`src/rtl/fifoStatPkg.sv`:
```
package fifoStatPkg;

  localparam int ADDR_STATUS = 0;
  localparam int ADDR_TXLVL  = 1;
  localparam int ADDR_RXLVL  = 2;
  localparam int ADDR_TXTHR  = 3;
  localparam int ADDR_RXTHR  = 4;
  localparam int ADDR_MASK   = 5;
  localparam int ADDR_RAW    = 6;
  localparam int ADDR_MASKED = 7;
  localparam int ADDR_CLEAR  = 8;
  localparam int ADDR_DMA    = 9;
  localparam int ADDR_TXDL   = 10;
  localparam int ADDR_RXDL   = 11;

  localparam int NCAUSE = 5;

  // write strobes from control to datapath
  typedef struct packed {
    logic wrTxThr;
    logic wrRxThr;
    logic wrMask;
    logic wrClr;
    logic wrDma;
    logic wrTxDl;
    logic wrRxDl;
  } ctlStrobeT;

endpackage

```
`src/rtl/fifoStatCtrl.sv`:
```
module fifoStatCtrl
  import fifoStatPkg::*;
#(
  parameter int ADDRW = 4,
  parameter int DATAW = 16,
  parameter int LVLW  = 6
) (
  input  logic              regWrEn,
  input  logic [ADDRW-1:0]  regWrAddr,
  input  logic [ADDRW-1:0]  regRdAddr,
  input  logic [4:0]        statusWord,
  input  logic [LVLW-1:0]   txLevel,
  input  logic [LVLW-1:0]   rxLevel,
  input  logic [LVLW-1:0]   txThr,
  input  logic [LVLW-1:0]   rxThr,
  input  logic [NCAUSE-1:0] maskReg,
  input  logic [NCAUSE-1:0] rawStat,
  input  logic [NCAUSE-1:0] maskedStat,
  input  logic [1:0]        dmaCtrl,
  input  logic [LVLW-1:0]   txDl,
  input  logic [LVLW-1:0]   rxDl,
  output ctlStrobeT         ctl,
  output logic [DATAW-1:0]  regRdData
);

  always_comb begin
    ctl = '0;
    if (regWrEn) begin
      case (int'(regWrAddr))
        ADDR_TXTHR: ctl.wrTxThr = 1'b1;
        ADDR_RXTHR: ctl.wrRxThr = 1'b1;
        ADDR_MASK:  ctl.wrMask  = 1'b1;
        ADDR_CLEAR: ctl.wrClr   = 1'b1;
        ADDR_DMA:   ctl.wrDma   = 1'b1;
        ADDR_TXDL:  ctl.wrTxDl  = 1'b1;
        ADDR_RXDL:  ctl.wrRxDl  = 1'b1;
        default: ;
      endcase
    end
  end

  always_comb begin
    regRdData = '0;
    case (int'(regRdAddr))
      ADDR_STATUS: regRdData = DATAW'(statusWord);
      ADDR_TXLVL:  regRdData = DATAW'(txLevel);
      ADDR_RXLVL:  regRdData = DATAW'(rxLevel);
      ADDR_TXTHR:  regRdData = DATAW'(txThr);
      ADDR_RXTHR:  regRdData = DATAW'(rxThr);
      ADDR_MASK:   regRdData = DATAW'(maskReg);
      ADDR_RAW:    regRdData = DATAW'(rawStat);
      ADDR_MASKED: regRdData = DATAW'(maskedStat);
      ADDR_DMA:    regRdData = DATAW'(dmaCtrl);
      ADDR_TXDL:   regRdData = DATAW'(txDl);
      ADDR_RXDL:   regRdData = DATAW'(rxDl);
      default:     regRdData = '0;
    endcase
  end

endmodule

```
`src/rtl/fifoStatDp.sv`:
```
module fifoStatDp
  import fifoStatPkg::*;
#(
  parameter int DEPTH = 32,
  parameter int DATAW = 16,
  parameter int LVLW  = 6
) (
  input  logic              clk,
  input  logic              rstN,
  input  ctlStrobeT         ctl,
  input  logic [DATAW-1:0]  wrData,
  input  logic              busy,
  input  logic [LVLW-1:0]   txLevel,
  input  logic [LVLW-1:0]   rxLevel,
  input  logic              txPush,
  input  logic              rxPush,
  input  logic              rxPop,
  output logic [4:0]        statusWord,
  output logic [NCAUSE-1:0] rawStat,
  output logic [NCAUSE-1:0] maskedStat,
  output logic [NCAUSE-1:0] maskReg,
  output logic [1:0]        dmaCtrl,
  output logic [LVLW-1:0]   txThr,
  output logic [LVLW-1:0]   rxThr,
  output logic [LVLW-1:0]   txDl,
  output logic [LVLW-1:0]   rxDl,
  output logic              irq,
  output logic              txDmaReq,
  output logic              rxDmaReq
);

  localparam logic [LVLW-1:0]  FULLLVL = LVLW'(DEPTH);
  localparam logic [DATAW-1:0] LIMIT   = DATAW'(DEPTH);

  logic txOvf, rxUnd, rxOvf;
  logic txFullW, txEmptyW, rxFullW, rxEmptyW;
  logic fits;
  logic setTxOvf, setRxUnd, setRxOvf;
  logic clrTxOvf, clrRxUnd, clrRxOvf;

  assign txFullW  = (txLevel == FULLLVL);
  assign txEmptyW = (txLevel == '0);
  assign rxFullW  = (rxLevel == FULLLVL);
  assign rxEmptyW = (rxLevel == '0);

  assign statusWord = {rxFullW, rxEmptyW, txEmptyW, txFullW, busy};

  // values at or above depth are refused
  assign fits = (wrData < LIMIT);

  assign setTxOvf = txPush & txFullW;
  assign setRxUnd = rxPop  & rxEmptyW;
  assign setRxOvf = rxPush & rxFullW;
  assign clrTxOvf = ctl.wrClr & (wrData[0] | wrData[3]);
  assign clrRxUnd = ctl.wrClr & (wrData[0] | wrData[1]);
  assign clrRxOvf = ctl.wrClr & (wrData[0] | wrData[2]);

  assign rawStat    = {(rxLevel > rxThr), rxOvf, rxUnd, txOvf, (txLevel <= txThr)};
  assign maskedStat = rawStat & maskReg;

  assign txDmaReq = dmaCtrl[1] & (txLevel <= txDl);
  assign rxDmaReq = dmaCtrl[0] & (rxLevel > rxDl);

  always_ff @(posedge clk) begin
    if (!rstN) begin
      txThr   <= '0;
      rxThr   <= '0;
      txDl    <= '0;
      rxDl    <= '0;
      maskReg <= '0;
      dmaCtrl <= '0;
      txOvf   <= 1'b0;
      rxUnd   <= 1'b0;
      rxOvf   <= 1'b0;
      irq     <= 1'b0;
    end else begin
      if (ctl.wrTxThr && fits) txThr <= wrData[LVLW-1:0];
      if (ctl.wrRxThr && fits) rxThr <= wrData[LVLW-1:0];
      if (ctl.wrTxDl  && fits) txDl  <= wrData[LVLW-1:0];
      if (ctl.wrRxDl  && fits) rxDl  <= wrData[LVLW-1:0];
      if (ctl.wrMask) maskReg <= wrData[NCAUSE-1:0];
      if (ctl.wrDma)  dmaCtrl <= wrData[1:0];
      txOvf <= setTxOvf | (txOvf & ~clrTxOvf);
      rxUnd <= setRxUnd | (rxUnd & ~clrRxUnd);
      rxOvf <= setRxOvf | (rxOvf & ~clrRxOvf);
      irq   <= |maskedStat;
    end
  end

  // stored levels always stay below the depth
  a_r2_thr_in_range: assert property (@(posedge clk) disable iff (!rstN)
    (txThr < FULLLVL) && (rxThr < FULLLVL) && (txDl < FULLLVL) && (rxDl < FULLLVL));

  // push into a full transmit FIFO leaves the overflow cause set
  a_r5_tx_ovf_sticky: assert property (@(posedge clk) disable iff (!rstN)
    (txPush && txLevel == FULLLVL) |=> rawStat[1]);

  // pop from an empty receive FIFO leaves the underflow cause set
  a_r6_rx_und_sticky: assert property (@(posedge clk) disable iff (!rstN)
    (rxPop && rxLevel == '0) |=> rawStat[2]);

  // clear-all with no fault event empties the sticky causes
  a_r7_clear_all: assert property (@(posedge clk) disable iff (!rstN)
    (ctl.wrClr && wrData[0] && !txPush && !rxPush && !rxPop) |=> (rawStat[3:1] == 3'b000));

  // an all-zero mask keeps the line low on the next cycle
  a_r9_irq_masked_off: assert property (@(posedge clk) disable iff (!rstN)
    (maskReg == '0) |=> !irq);

  // a transmit request never comes with a full FIFO or disabled DMA
  a_r10_tx_dma_sane: assert property (@(posedge clk) disable iff (!rstN)
    txDmaReq |-> (dmaCtrl[1] && !statusWord[1]));

endmodule

```
`src/rtl/fifoStatUnit.sv`:
```
module fifoStatUnit
  import fifoStatPkg::*;
#(
  parameter int DEPTH = 32,
  parameter int ADDRW = 4,
  parameter int DATAW = 16,
  parameter int LVLW  = $clog2(DEPTH + 1)
) (
  input  logic             clk,
  input  logic             rstN,
  input  logic             busy,
  input  logic [LVLW-1:0]  txLevel,
  input  logic [LVLW-1:0]  rxLevel,
  input  logic             txPush,
  input  logic             rxPush,
  input  logic             rxPop,
  input  logic             regWrEn,
  input  logic [ADDRW-1:0] regWrAddr,
  input  logic [DATAW-1:0] regWrData,
  input  logic [ADDRW-1:0] regRdAddr,
  output logic [DATAW-1:0] regRdData,
  output logic [4:0]       statusWord,
  output logic             irq,
  output logic             txDmaReq,
  output logic             rxDmaReq
);

  ctlStrobeT         ctl;
  logic [NCAUSE-1:0] rawStat, maskedStat, maskReg;
  logic [1:0]        dmaCtrl;
  logic [LVLW-1:0]   txThr, rxThr, txDl, rxDl;

  fifoStatCtrl #(.ADDRW(ADDRW), .DATAW(DATAW), .LVLW(LVLW)) uCtrl (
    .regWrEn    (regWrEn),
    .regWrAddr  (regWrAddr),
    .regRdAddr  (regRdAddr),
    .statusWord (statusWord),
    .txLevel    (txLevel),
    .rxLevel    (rxLevel),
    .txThr      (txThr),
    .rxThr      (rxThr),
    .maskReg    (maskReg),
    .rawStat    (rawStat),
    .maskedStat (maskedStat),
    .dmaCtrl    (dmaCtrl),
    .txDl       (txDl),
    .rxDl       (rxDl),
    .ctl        (ctl),
    .regRdData  (regRdData)
  );

  fifoStatDp #(.DEPTH(DEPTH), .DATAW(DATAW), .LVLW(LVLW)) uDp (
    .clk        (clk),
    .rstN       (rstN),
    .ctl        (ctl),
    .wrData     (regWrData),
    .busy       (busy),
    .txLevel    (txLevel),
    .rxLevel    (rxLevel),
    .txPush     (txPush),
    .rxPush     (rxPush),
    .rxPop      (rxPop),
    .statusWord (statusWord),
    .rawStat    (rawStat),
    .maskedStat (maskedStat),
    .maskReg    (maskReg),
    .dmaCtrl    (dmaCtrl),
    .txThr      (txThr),
    .rxThr      (rxThr),
    .txDl       (txDl),
    .rxDl       (rxDl),
    .irq        (irq),
    .txDmaReq   (txDmaReq),
    .rxDmaReq   (rxDmaReq)
  );

endmodule

```
`config.mk`:
```
export PLATFORM = sky130hd
export DESIGN_NAME = fifoStatUnit
export DESIGN_NICKNAME = d
export VERILOG_FILES = /design/src/rtl/fifoStatPkg.sv /design/src/rtl/fifoStatCtrl.sv /design/src/rtl/fifoStatDp.sv /design/src/rtl/fifoStatUnit.sv
export SDC_FILE = /design/constraint.sdc
export NUM_CORES = 1
export LEC_CHECK = 0
export BUFFER_PORTS_ARGS = -buffer_cell sky130_fd_sc_hd__buf_2
export CAP_MARGIN = 40
export CORE_MARGIN = 2
export CORE_UTILIZATION = 48
export DETAILED_ROUTE_END_ITERATION = 8
export PLACE_DENSITY = 0.75
export SLEW_MARGIN = 10
export SYNTH_ARGS = -nofsm -noshare
export SYNTH_HDL_FRONTEND = slang
export SYNTH_SLANG_ARGS = --single-unit
```
`constraint.sdc`:
```
create_clock -name clk -period 2.4 [get_ports clk]
set_clock_uncertainty 0.05 [all_clocks]
set_input_delay 0.48 -clock clk [delete_from_list [all_inputs] [get_ports clk]]
set_output_delay 0.48 -clock clk [all_outputs]
set_load 0.02 [all_outputs]
```
==> impl_metrics.toml <==
[cells_and_area]
finish.utilization_pct = 62.9
antennaDiodeCount = 0
multi_input_area_mm2 = 0.00198
design_area_mm2 = 0.00346
syn_to_final_growth_pct = 26.6
register_area_um2 = 716
drive_above_1_share_pct = 33.9
layout.nets = 470
layout_common_cells = "buf_2 (52), nand2_1 (35), a21oi_1 (25), o21ai_0 (25), buf_4 (25)"
layout.cells.non_filler = 476
final_common_cell = "buf_2"
nFillCells = 491

[worst_hold_path]
min-delay-path-class = "input pin to register"

[sta]
worst_slack_ps = 23.1
finalHoldViolations = 0
worst_hold_slack_ps = 377
setup_tns_ps = 0
finalCritPeriodShare_pct = 99.0
worst_pin_slew_ps = 750
drv_slew = 0
max_slew_margin_pct = 50.0
layout_min_cycle_time_ps = 2380
timing.fmax_ghz = 0.421
setup_viol = 0

[critical_path]
crit_type = "register to primary output"
worstPathRequired_ps = 1870
cp_max_fo = 3
critPathLaunchType = "register"
slowest_delay_ps = 350
end_kind = "primary output"
cp_num_buf_inv = 2
crit_path_top_delay_cell = "dfxtp_2"
crit_family = "compound AO/OA/AOI/OAI gates"
worst_ep_arrival_time_ps = 1850
path_cells = "inv_1 -> ha_4 -> nand4_1 -> o21bai_4 -> a31oi_2 -> o211ai_1 -> buf_4"

[placed_design]
dp_slack_ps = -21.9
gp_congestion = 0.973
numPortBuffers = 56
dp_hpwl_um = 6250
place_inst = 463
place_area_mm2 = 0.00309

[drt]
drt_drc_violations_left = 0
drt_first_pass_iters = 5
vias = 2851
via_per_inst = 5.99
drt_iter0_markers = 237
ant_nets = 0
avgRoutedWirePerCell_um = 17.2
wirelength_um = 8180

[pwr]
p_leak_nw = 1.35
clkPwrFrac_pct = 38.8
total_power_mw = 1.40
p_sw_uw = 370
power.density_mw_per_mm2 = 404
combPwrFrac_pct = 19.4
seq_power_share_pct = 41.9
power.internal_mw = 1.03
swShare_pct = 26.5
ir_drop_mv = 0.351

[yosys]
synth_top_cell_by_area = "dfxtp_1"
synth_top_area_share_pct = 25.6
synthTopCellsByArea = "dfxtp_1 (26%), ha_1 (11%), mux2i_1 (5.1%), nand2_1 (4.8%), o21ai_0 (4.8%)"
avgSynthCellArea_um2 = 8.07
ys_seq_area_share_pct = 25.6
synth_ff_type = "dfxtp_1"
synth.distinct_cells = 56
synth_edf_count = 0
yosys_warnings = 0
synthArstFlopShare_pct = 0
syn_inst = 339
syn_area_mm2 = 0.00274
ys_ff_latch = 35

[die]
initial_core_util_pct = 49.7
die_w_um = 79.5
rows = 27
io_pins = 67
floorplan.die_area_mm2 = 0.00632
die_h_um = 79.5
coreArea_mm2 = 0.00551

[job]
drv_cap = 0

[clock_tree]
htreeDepth = 2
clk_pin_slew_worst_paths_ps = 70
cts.root.buffer_cell = "clkbuf_8"
holdBufCountCts = 0
cts_buffers = 5
cts.sinks = 35
cts_tree = "yes"
clkLatencyLatePin_ps = 290
clk_path_buf_depth = 2

[grt]
grt_remaining_overflow = 0
grt_max_degree = 26
grt_pass1_vias = 2658
track_usage_pct = 25.1
antenna_found_initial = 0
grt_first_pass_wirelength_um = 12300

[status]
status = "completed"
## path summary, 6_finish.rpt
| check | start | to | slack (ps) | cells after the start |
|---|---|---|---|---|
| hold reg to reg | uDp.rxDl[2] | uDp.rxDl[2] | 420 | 2 |
| hold / removal | rxPop | uDp.rxUnd | 380 | 3 |
| setup reg to reg | uDp.rxThr[2] | uDp.irq | 610 | 6 |
| setup / recovery | uDp.txThr[4] | regRdData[0] | 20 | 7 |
## layer usage
metal	GRT usage, %	vias to the layer above	wire length (um)
met1	33.4	1301	3410
li1	-	1344	-
met2	40.4	177	3710
met5	0	-	0
met3	3.28	29	776
met4	11.4	0	280
## sequential cells by signal (all words and copies together) (netlist names)
name         flops
uDp.rxDl         6
uDp.rxThr        6
uDp.txDl         6
uDp.txThr        6
uDp.maskReg      5
uDp.dmaCtrl      2
uDp.irq          1
uDp.rxOvf        1
uDp.rxUnd        1
uDp.txOvf        1
## cell families after synthesis
group,Yosys count,share of synthesized area [%]
compound gates,94,21.7
mux,20,8.42
simple gates,109,23.2
buf+inv,56,9.88
other cells,1,0.137
fa+ha+maj,24,11.0
flops,35,25.6
## synthesized netlist by cell type, types with 4 or more instances
master	n
nor2b_1	11
nor2_1	9
nor3_1	8
mux2_2	4
ha_1	24
a21o_1	5
dfxtp_1	35
o31ai_1	4
buf_4	15
nand3_1	16
nand2_1	35
mux2i_1	14
a21oi_1	25
o21ai_0	26
o211ai_1	5
clkbuf_1	9
nand3b_1	5
inv_1	26
## final cells by class
cell class                      instances  area share [%]
Inverter                               26            2.89
Sequential cell                        35            20.7
Clock buffer                            6            2.39
Tap cell                               72            2.60
Multi-Input combinational cell        257            57.3
Timing Repair Buffer                   78            13.2
Clock inverter                          2            1.01
## power groups by stage
stage	clock network, mW	registers [mW]	logic [mW]
floorplan	0	0.597	0.154
global placement	0	0.598	0.234
detailed placement	0	0.598	0.240
CTS	0.549	0.585	0.242
global route	0.573	0.584	0.295
finish	0.542	0.585	0.271
## worst min-delay path, delay by kind of cell
kind	cells	cell delay (ps)
AND/OR/NAND/NOR	1	50
AO/OA/AOI/OAI	1	50
buffers and inverters	1	90
## timing repair
| action | 4_1_cts | 5_1_grt |
|---|---|---|
| endpoints found under the setup margin | 3 | 5 |
| gates resized for setup | 7 | 36 |
| setup buffers | 0 | 5 |
| pin swaps | 0 | 10 |
Power figures use the tool's default switching activity.
